File: src/rtl/hz_pkg.sv
package hz_pkg;
    parameter int unsigned REG_COUNT = 64;
    parameter int unsigned TAG_BITS  = 2;
    parameter int unsigned SRC_PORTS = 3;

    localparam int unsigned IDX_BITS  = $clog2(REG_COUNT);
    localparam int unsigned TAG_COUNT = 1 << TAG_BITS;

    typedef logic [IDX_BITS-1:0] reg_idx_t;
    typedef logic [TAG_BITS-1:0] tag_t;

    typedef struct packed {
        logic pending;
        tag_t tag;
    } reg_rec_t;

    typedef struct packed {
        logic valid;
        tag_t tag;
    } wb_rpt_t;

    function automatic logic tag_retiring(wb_rpt_t wb, tag_t t);
        return wb.valid && (wb.tag == t);
    endfunction
endpackage

File: src/rtl/hz_tag_pool.sv
module hz_tag_pool
    import hz_pkg::*;
(
    input  logic    clk,
    input  logic    rst,
    input  logic    alloc_i,
    input  wb_rpt_t wb_i,
    output tag_t    next_tag_o,
    output logic    next_blocked_o
);
    logic [TAG_COUNT-1:0] busy_q;
    tag_t                 ptr_q;

    assign next_tag_o     = ptr_q;
    assign next_blocked_o = busy_q[ptr_q] && !tag_retiring(wb_i, ptr_q);

    always_ff @(posedge clk) begin
        if (rst) begin
            busy_q <= '0;
            ptr_q  <= '0;
        end else begin
            if (wb_i.valid) busy_q[wb_i.tag] <= 1'b0;
            if (alloc_i) begin
                busy_q[ptr_q] <= 1'b1;
                ptr_q         <= ptr_q + 1'b1;
            end
        end
    end
endmodule

File: src/rtl/hz_scoreboard.sv
module hz_scoreboard
    import hz_pkg::*;
(
    input  logic                      clk,
    input  logic                      rst,
    input  logic                      wr_en_i,
    input  reg_idx_t                  wr_idx_i,
    input  tag_t                      wr_tag_i,
    input  wb_rpt_t                   wb_i,
    output reg_rec_t [REG_COUNT-1:0]  rec_o
);
    for (genvar g = 0; g < REG_COUNT; g++) begin : g_entry
        reg_rec_t rec_q;
        assign rec_o[g] = rec_q;

        always_ff @(posedge clk) begin
            if (rst) begin
                rec_q <= '0;
            end else if (wr_en_i && (wr_idx_i == reg_idx_t'(g))) begin
                rec_q.pending <= 1'b1;
                rec_q.tag     <= wr_tag_i;
            end else if (rec_q.pending && tag_retiring(wb_i, rec_q.tag)) begin
                rec_q.pending <= 1'b0;
            end
        end
    end
endmodule

File: src/rtl/hz_src_check.sv
module hz_src_check
    import hz_pkg::*;
(
    input  reg_rec_t [REG_COUNT-1:0]           rec_i,
    input  logic [SRC_PORTS-1:0]               src_en_i,
    input  logic [SRC_PORTS*IDX_BITS-1:0]      src_i,
    input  wb_rpt_t                            wb_i,
    output logic                               hazard_o
);
    logic [SRC_PORTS-1:0] hit;

    for (genvar k = 0; k < SRC_PORTS; k++) begin : g_slot
        reg_idx_t idx;
        reg_rec_t rec;
        assign idx    = src_i[k*IDX_BITS +: IDX_BITS];
        assign rec    = rec_i[idx];
        assign hit[k] = src_en_i[k] && rec.pending && !tag_retiring(wb_i, rec.tag);
    end

    assign hazard_o = |hit;
endmodule

File: src/rtl/hz_tracker.sv
module hz_tracker
    import hz_pkg::*;
(
    input  logic                          clk,
    input  logic                          rst,
    input  logic                          iss_valid_i,
    input  logic                          iss_wr_i,
    input  logic [IDX_BITS-1:0]           iss_dst_i,
    input  logic [SRC_PORTS-1:0]          iss_src_en_i,
    input  logic [SRC_PORTS*IDX_BITS-1:0] iss_src_i,
    input  logic                          wb_valid_i,
    input  logic [TAG_BITS-1:0]           wb_tag_i,
    output logic                          stall_o,
    output logic [TAG_BITS-1:0]           tag_o
);
    wb_rpt_t                  wb;
    reg_rec_t [REG_COUNT-1:0] recs;
    tag_t                     next_tag;
    logic                     tag_blocked;
    logic                     src_hazard;
    logic                     alloc;

    assign wb.valid = wb_valid_i;
    assign wb.tag   = wb_tag_i;

    assign stall_o = iss_valid_i && (src_hazard || (iss_wr_i && tag_blocked));
    assign alloc   = iss_valid_i && iss_wr_i && !stall_o;
    assign tag_o   = next_tag;

    hz_tag_pool u_pool (
        .clk            (clk),
        .rst            (rst),
        .alloc_i        (alloc),
        .wb_i           (wb),
        .next_tag_o     (next_tag),
        .next_blocked_o (tag_blocked)
    );

    hz_scoreboard u_board (
        .clk      (clk),
        .rst      (rst),
        .wr_en_i  (alloc),
        .wr_idx_i (iss_dst_i),
        .wr_tag_i (next_tag),
        .wb_i     (wb),
        .rec_o    (recs)
    );

    hz_src_check u_check (
        .rec_i    (recs),
        .src_en_i (iss_src_en_i),
        .src_i    (iss_src_i),
        .wb_i     (wb),
        .hazard_o (src_hazard)
    );
endmodule

File: config.mk
export PLATFORM = sky130hd
export DESIGN_NAME = hz_tracker
export DESIGN_NICKNAME = d
export VERILOG_FILES = /design/src/rtl/hz_pkg.sv /design/src/rtl/hz_tag_pool.sv /design/src/rtl/hz_scoreboard.sv /design/src/rtl/hz_src_check.sv /design/src/rtl/hz_tracker.sv
export SDC_FILE = /design/constraint.sdc
export NUM_CORES = 1
export LEC_CHECK = 0
export BUFFER_PORTS_ARGS = -buffer_cell sky130_fd_sc_hd__clkbuf_2
export CAP_MARGIN = 20
export CORE_MARGIN = 2
export CORE_UTILIZATION = 40
export CTS_BUF_LIST = sky130_fd_sc_hd__clkbuf_8
export CTS_CLUSTER_DIAMETER = 40
export DETAILED_ROUTE_END_ITERATION = 7
export HOLD_SLACK_MARGIN = 0.03
export PLACE_DENSITY_LB_ADDON = 0.15
export SLEW_MARGIN = 20
export SYNTH_ARGS = -nofsm -noshare
export SYNTH_HDL_FRONTEND = slang
export SYNTH_HIERARCHICAL = 1
export SYNTH_SLANG_ARGS = --single-unit
File: constraint.sdc
create_clock -name clk -period 4.7 [get_ports clk]
set_input_delay 0.47 -clock clk [delete_from_list [all_inputs] [get_ports clk]]
set_output_delay 0.47 -clock clk [all_outputs]
set_load 0.02 [all_outputs]
Yosys cells after proc, flatten, opt, wreduce, memory -nomap -nowiden --
Index checks and enable logic that the tools add are counted.
Word-level totals: bits of input ports 34, output and inout port bits 3, register bits 198, word-level logic and storage cells 696
Cells by class: reduce and logical (&&, ||, !) cells 281, order comparisons 7, add/subtract/negate cells 1, mux-type cells 143, equal/unequal tests 131, bitwise logic cells 3
Operator list (number):
- 1-bit logical AND | 209
- 6-bit equality test, second input constant | 32
- 2-bit equality test | 68
- 1-bit 2-to-1 mux | 131
- 2-bit nonzero test | 64
- 6-bit by 5-bit equality test with 1-bit output, second input constant | 16
- 3-bit binary-select mux with 6-bit select | 3
- 6-bit by 4-bit equality test with 1-bit output, second input constant | 8
- 6-bit by 3-bit equality test with 1-bit output, second input constant | 4
- 6-bit by 7-bit < comparator with 1-bit output, second input constant | 3
- 6-bit by 2-bit equality test with 1-bit output, second input constant | 2
- 4-bit 2-to-1 mux | 3
- 3-bit 2-to-1 mux | 3
- 6-bit by 1-bit equality test with 1-bit output, second input constant | 1
- 6-bit logical NOT | 1
- 2-bit by 3-bit < comparator with 1-bit output, second input constant | 2
- 1-bit logical NOT | 5
- 4-bit AND | 1
- 1-bit demux with 2-bit select | 2
- 2-bit by 1-bit >= comparator with 1-bit output, second input constant | 2
- 4-bit NOT | 1
- 4-bit OR | 1
- 3-bit OR reduction | 1
- 2-bit by 1-bit adder with 2-bit output, second input constant | 1
- other kinds (2) | 2

Depth between registers and ports, before layout --
depth in word-level cells 13, mapped depth 18, gate-level depth less buffers 12

Hierarchy --
Netlist, hierarchy kept.
Modules (own cells, without submodules):
- hz_scoreboard | area each 8886.0 um^2, instances 1, cells an instance 1057, seq. area each 3843.7 um^2
- hz_src_check | area each 4749.6 um^2, instances 1, cells an instance 330, seq. area each 0.0 um^2
- hz_tag_pool | area each 334.1 um^2, instances 1, cells an instance 36, seq. area each 120.1 um^2
- hz_tracker | area each 23.8 um^2, instances 1, cells an instance 3, seq. area each 0.0 um^2

Least setup slack after synthesis --
Ideal clock, no wire load.
kind input -> register, from input port iss_src_i[14], to register u_board.g_entry[1].rec_q, in the netlist u_board/rec_o[3], stages 11, setup slack 680 ps, arrival time 3888 ps, setup time 132 ps, cells stage by stage clkbuf_1 -> buf_2 -> buf_1 -> mux4_2 -> mux4_2 -> a311o_1 -> and4bb_2 -> or3b_1 -> clkbuf_1 -> o21ai_0 -> a21oi_1
On the way: cells in the longest elaborated chain, start to end 12, elaborated cells on any way between the ends 13, those cells by class 1 x eq/ne; 2 x mux; 10 x reduce/logical
Ends and longest elaborated chain:
- from (decl) | line hz_tracker.sv:10 | input logic [SRC_PORTS*IDX_BITS-1:0] iss_src_i,
- 3-bit binary-select mux with 6-bit select (*) | line hz_src_check.sv:16 | assign rec = rec_i[idx];
- 3-bit 2-to-1 mux (implied by the code) (*) | line hz_src_check.sv:16
- 2-bit equality test | line hz_pkg.sv:23 | return wb.valid && (wb.tag == t);
- 1-bit logical AND | line hz_pkg.sv:23
- 1-bit logical NOT | line hz_src_check.sv:17 | assign hit[k] = src_en_i[k] && rec.pending && !tag_retiring(wb_i, rec.tag);
- 1-bit logical AND (*) | line hz_src_check.sv:17
- 3-bit OR reduction (*) | line hz_src_check.sv:20 | assign hazard_o = |hit;
- named net src_hazard | line hz_tracker.sv:20 | logic src_hazard;
- 1-bit logical OR (*) | line hz_tracker.sv:26 | assign stall_o = iss_valid_i && (src_hazard || (iss_wr_i && tag_blocked));
- 1-bit logical AND (*) | line hz_tracker.sv:26
- 1-bit logical NOT (*) | line hz_tracker.sv:27 | assign alloc = iss_valid_i && iss_wr_i && !stall_o;
- 1-bit logical AND (*) | line hz_tracker.sv:27
- named net alloc | line hz_tracker.sv:21 | logic alloc;
- 1-bit logical AND (*) | line hz_scoreboard.sv:19 | end else if (wr_en_i && (wr_idx_i == reg_idx_t'(g))) begin
- to (decl) | line hz_scoreboard.sv:13 | reg_rec_t rec_q;
The timed path passes the listed nets; every way through them passes the cells marked *. The select of a mux whose other input is x is not followed. A chain may end at the register's enable or synchronous reset.

Worst setup path after layout --
from register u_board.g_entry[59].rec_q, in the netlist u_board/rec_o[178], to register u_board.g_entry[15].rec_q, in the netlist u_board/rec_o[46]
On the way: cells in the longest elaborated chain, start to end 12, elaborated cells on any way between the ends 24, those cells by class 3 x eq/ne; 6 x mux; 15 x reduce/logical
Ends and longest elaborated chain (line):
- from (decl) | hz_scoreboard.sv:13
- 3-bit binary-select mux with 6-bit select | hz_src_check.sv:16
- 3-bit 2-to-1 mux (implied by the code) | hz_src_check.sv:16
- 2-bit equality test | hz_pkg.sv:23
- 1-bit logical AND | hz_pkg.sv:23
- 1-bit logical NOT | hz_src_check.sv:17
- 1-bit logical AND | hz_src_check.sv:17
- 3-bit OR reduction (*) | hz_src_check.sv:20
- named net src_hazard | hz_tracker.sv:20
- 1-bit logical OR (*) | hz_tracker.sv:26
- 1-bit logical AND (*) | hz_tracker.sv:26
- 1-bit logical NOT (*) | hz_tracker.sv:27
- 1-bit logical AND (*) | hz_tracker.sv:27
- named net alloc | hz_tracker.sv:21
- 1-bit logical AND (*) | hz_scoreboard.sv:19
- to (decl) | hz_scoreboard.sv:13
Marked as above.

==> summary.md <==
| Metric | Value |
|---|---|
| Status | `finished, final reports clean` |
| Via count | `roughly 12000` |
| CTS tree | `done` |
| Port buffer count | `36` |
| Hold Path Sink | `u_board/rec_o[128]$_SDFFE_PP0P_` |
| Hold crit path type | `input port to flip-flop` |
| FFs w/ async S/R, synth | `0` |
| I/O pin total | `37` |
| Largest family of logic cells by synthesized area | `multiplexers` |
| Initial antenna violation count | `0` |
| Final Skew | `~0.022 ns` |
| Cell area after synthesis | `0.0140 mm2` |
| Tmin final | `~4.1 ns` |
| Simple-gate share of the synthesized area | `0.115` |
| Gr ovfl total | `0` |
| Critical path's slowest cell | `mux4_2` |
| Fillers | `roughly 3400` |
| Worst r2r path cells | `13` |
| Synth Area in Adders | `0.00358` |
| Clk root buf | `clkbuf_8` |
| Critical-path cell list | `mux4_2 > a22o_1 > a221oi_1 > o22ai_1 > nor3_1 > xor2_1 > a31oi_1 > a311o_1 > and4bb_2 > or3b_1 > buf_4 > o21ai_0 > a21oi_1` |
| Leak Pwr | `0.00500 uW` |
| R2r endpoint | `u_board/rec_o[46]$_SDFFE_PP0P_` |
| RSZ-0062 raised after global routing | `no` |
| Worst Path Buf+Inv | `1` |
| Gp weighted congestion | `around 0.90` |
| Syn Area/Cell | `~9.8 um2` |
| Placed instance count | `around 1800` |
| Hold Fails Final Rpt | `0` |
| Die area | `between 0.03 and 0.04 mm2` |
| Critical Path Start Type | `flip-flop` |
| Fmax | `between 0.2 and 0.25 GHz` |
| DP Worst Slack | `about 0.27 ns` |
| Worst R2R Start | `u_board/rec_o[178]$_SDFFE_PP0P_` |
| Sequential fraction of the synthesis area | `0.283` |
| Relative slew slack | `0.368` |
| Max VDD drop | `about 0.00017 V` |
| Post-synth net total | `approximately 1500` |
| Total track usage | `0.281` |
| DP Wirelength | `between 30 and 40 mm` |
| Detailed Routing Iterations Pass 1 | `6` |
| FF+latch count, synth | `198` |
| Die Y | `between 150 and 200 um` |
| Worst setup EP type | `flip-flop` |
| Vias per cell | `about 6.8` |
| Worst Path Arrival | `4.41 ns` |
| Family with the most delay on the worst path | `compound AO/OA/AOI/OAI gates` |
| WL final | `around 51 mm` |
| Fin. max-slew vios | `0` |
| Ratio of cells with drive above 1 in the final layout | `0.213` |
| Syn Inst Count | `around 1400` |
| Worst hold path cell count | `2` |
| Final non-filler cell total | `~1800` |
| Pwr per Cell Area | `around 220 mW/mm2` |
| Row Count | `68` |
| Clock sink total | `198` |
| Final WS setup | `approximately 0.65 ns` |
| Max clock buf depth | `2` |
| Cts repair resizes | `0` |
| Final Hold Slack | `0.452 ns` |
| Slew at the pin closest to its max-slew limit | `~0.95 ns` |
| Critical path's largest stage delay | `0.51 ns` |
| Setup_tns | `0 ns` |
| First-pass GRT wire length | `~76 mm` |
| Final nets | `~1400` |
| Area grow syn2layout | `6.23%` |
| Post-CTS Setup Bufs | `0` |
| Final setup viols | `0` |
| Max-Cap Viols | `0` |
| Crit Path Class | `flip-flop to flip-flop` |
| Worst Path Max Fanout | `32` |
| N_diodes | `0` |
| Iter 0 DRT Violations | `1688` |
| H-tree levels | `4` |
| EDFF count, synth | `0` |
| Hold_buf cts | `0` |
| Wire per inst | `between 20 and 30 um` |
| Die Wd | `about 190 um` |
| HP Start | `rst` |
| Core footprint | `0.0345 mm2` |
| Period utilization | `0.862` |
| Initial cell density of the core | `0.406` |
| Post-synthesis mux area share | `0.282` |
| Antenna-violating nets left | `0` |
| Cell variety after synth | `60` |
| Synth Area in Compound Gates | `0.173` |
| Pin count of the biggest net entering global routing | `~100` |
| Number of global-route vias before repair | `between 10000 and 15000` |
| XOR/XNOR Fraction of Synth Area | `0.0857` |
| WP data required | `5.06 ns` |
| Synth Warn # | `6` |
| DRC Markers | `0` |
| Clk_lat worst skew | `approximately 0.52 ns` |
| Cts bufs inserted | `17` |
| Clk pin slew, worst setup/hold paths | `~0.11 ns` |
| FF-to-FF setup slack | `between 0.6 and 0.7 ns` |
| Dominant synthesized flop cell | `dfxtp_1` |
## kinds of logic (layout without fill, tap and decap cells)
family	after synthesis	in the layout
xor+xnor	137	137
mux	194	194
fa+ha+maj	4	4
buf+inv	173	116
compound gates	431	431
flops	198	198
simple gates	289	289
## cell type report
cell class | instances | area [um2] | area share
well taps | 455 | 569 | 0.0383
multi-input cells | 1055 | 9250 | 0.622
repair buffers | 80 | 699 | 0.0470
flip-flops and latches | 198 | 3970 | 0.267
inverters | 5 | 18.8 | 0.00126
clock buffers | 18 | 248 | 0.0167
clock inverters | 13 | 116 | 0.00783
## cell usage after synthesis, types with 8 or more instances
| cell | number | area share |
|---|---|---|
| a21oi_1 | 196 | 0.070 |
| buf_1 | 8 | 0.0021 |
| buf_2 | 68 | 0.024 |
| clkbuf_1 | 78 | 0.021 |
| dfxtp_1 | 198 | 0.28 |
| mux2i_1 | 33 | 0.024 |
| mux4_2 | 159 | 0.26 |
| nand2_1 | 75 | 0.020 |
| nand3_1 | 138 | 0.049 |
| nand3b_1 | 8 | 0.0043 |
| nor2_1 | 8 | 0.0021 |
| o21ai_0 | 99 | 0.035 |
| o21ai_1 | 37 | 0.013 |
| o31ai_1 | 64 | 0.034 |
| xor2_1 | 130 | 0.081 |
## state kept, by name, indices dropped and copies added (netlist names)
name               count
u_pool/busy_q          4
u_pool/next_tag_o      2
u_board/rec_o        192
## worst reg2reg max path, cell delays in order (launching register included)
cell and delay, ns:
dfxtp_1 0.41, mux4_2 0.52, a22o_1 0.26, a221oi_1 0.31
o22ai_1 0.13, nor3_1 0.26, xor2_1 0.18, a31oi_1 0.13
a311o_1 0.37, and4bb_2 0.41, or3b_1 0.36, buf_4 0.24
o21ai_0 0.23, a21oi_1 0.10
## power breakdown
part	internal, uW	leakage, uW	total [uW]	switching (uW)
clock network	396	0.000186	1100	702
logic	162	0.00322	504	342
registers	1680	0.00160	1690	5.80
total	2240	0.00500	3290	1050
## stage by stage
stage	cell area, um2	power [uW]	utilization
2_1_floorplan	14000	2070	-
3_3_place_gp	14500	2220	0.421
3_5_place_dp	14500	2230	0.421
4_1_cts	14900	3310	0.431
5_1_grt	14900	3410	0.431
6_report	14900	3290	0.431
## placed cells by master (no fill, tap or decap), types with 7 or more instances in the layout
cell type / instances
mux2i_1: 33
nand3_1: 138
dfxtp_1: 196
clkbuf_2: 30
xor2_1: 130
o21ai_0: 99
buf_12: 14
o31ai_1: 64
mux4_2: 159
buf_4: 33
xnor2_1: 7
o21ai_1: 37
a21oi_1: 196
a221oi_1: 7
nand2_1: 75
clkbuf_8: 18
and4bb_2: 7
nor2_1: 8
nand3b_1: 8
## per-layer routing
metal / GRT usage / up-vias / wire length, um
li1: - / 5308 / -
met1: 0.406 / 6352 / 22400
met2: 0.426 / 600 / 23000
met3: 0.0433 / 78 / 3610
met4: 0.0963 / 0 / 1580
met5: 0 / - / 0
## worst max-delay path by stage
| stage | start | end | slack (ns) | cells after the start |
|---|---|---|---|---|
| after floorplan | iss_src_i[14] | u_board/rec_o[3]$_SDFFE_PP0P_ | 0.68 | 11 |
| after global placement | iss_src_i[6] | u_board/rec_o[39]$_SDFFE_PP0P_ | 0.27 | 15 |
| after detailed placement | iss_src_i[6] | u_board/rec_o[42]$_SDFFE_PP0P_ | 0.27 | 15 |
| after CTS | u_board/rec_o[178]$_SDFFE_PP0P_ | stall_o | 0.71 | 11 |
| after global routing | u_board/rec_o[169]$_SDFFE_PP0P_ | u_board/rec_o[126]$_SDFFE_PP0P_ | 0.44 | 14 |
| final | u_board/rec_o[178]$_SDFFE_PP0P_ | u_board/rec_o[46]$_SDFFE_PP0P_ | 0.65 | 13 |
No activity file was read; power rests on OpenSTA's default activity.
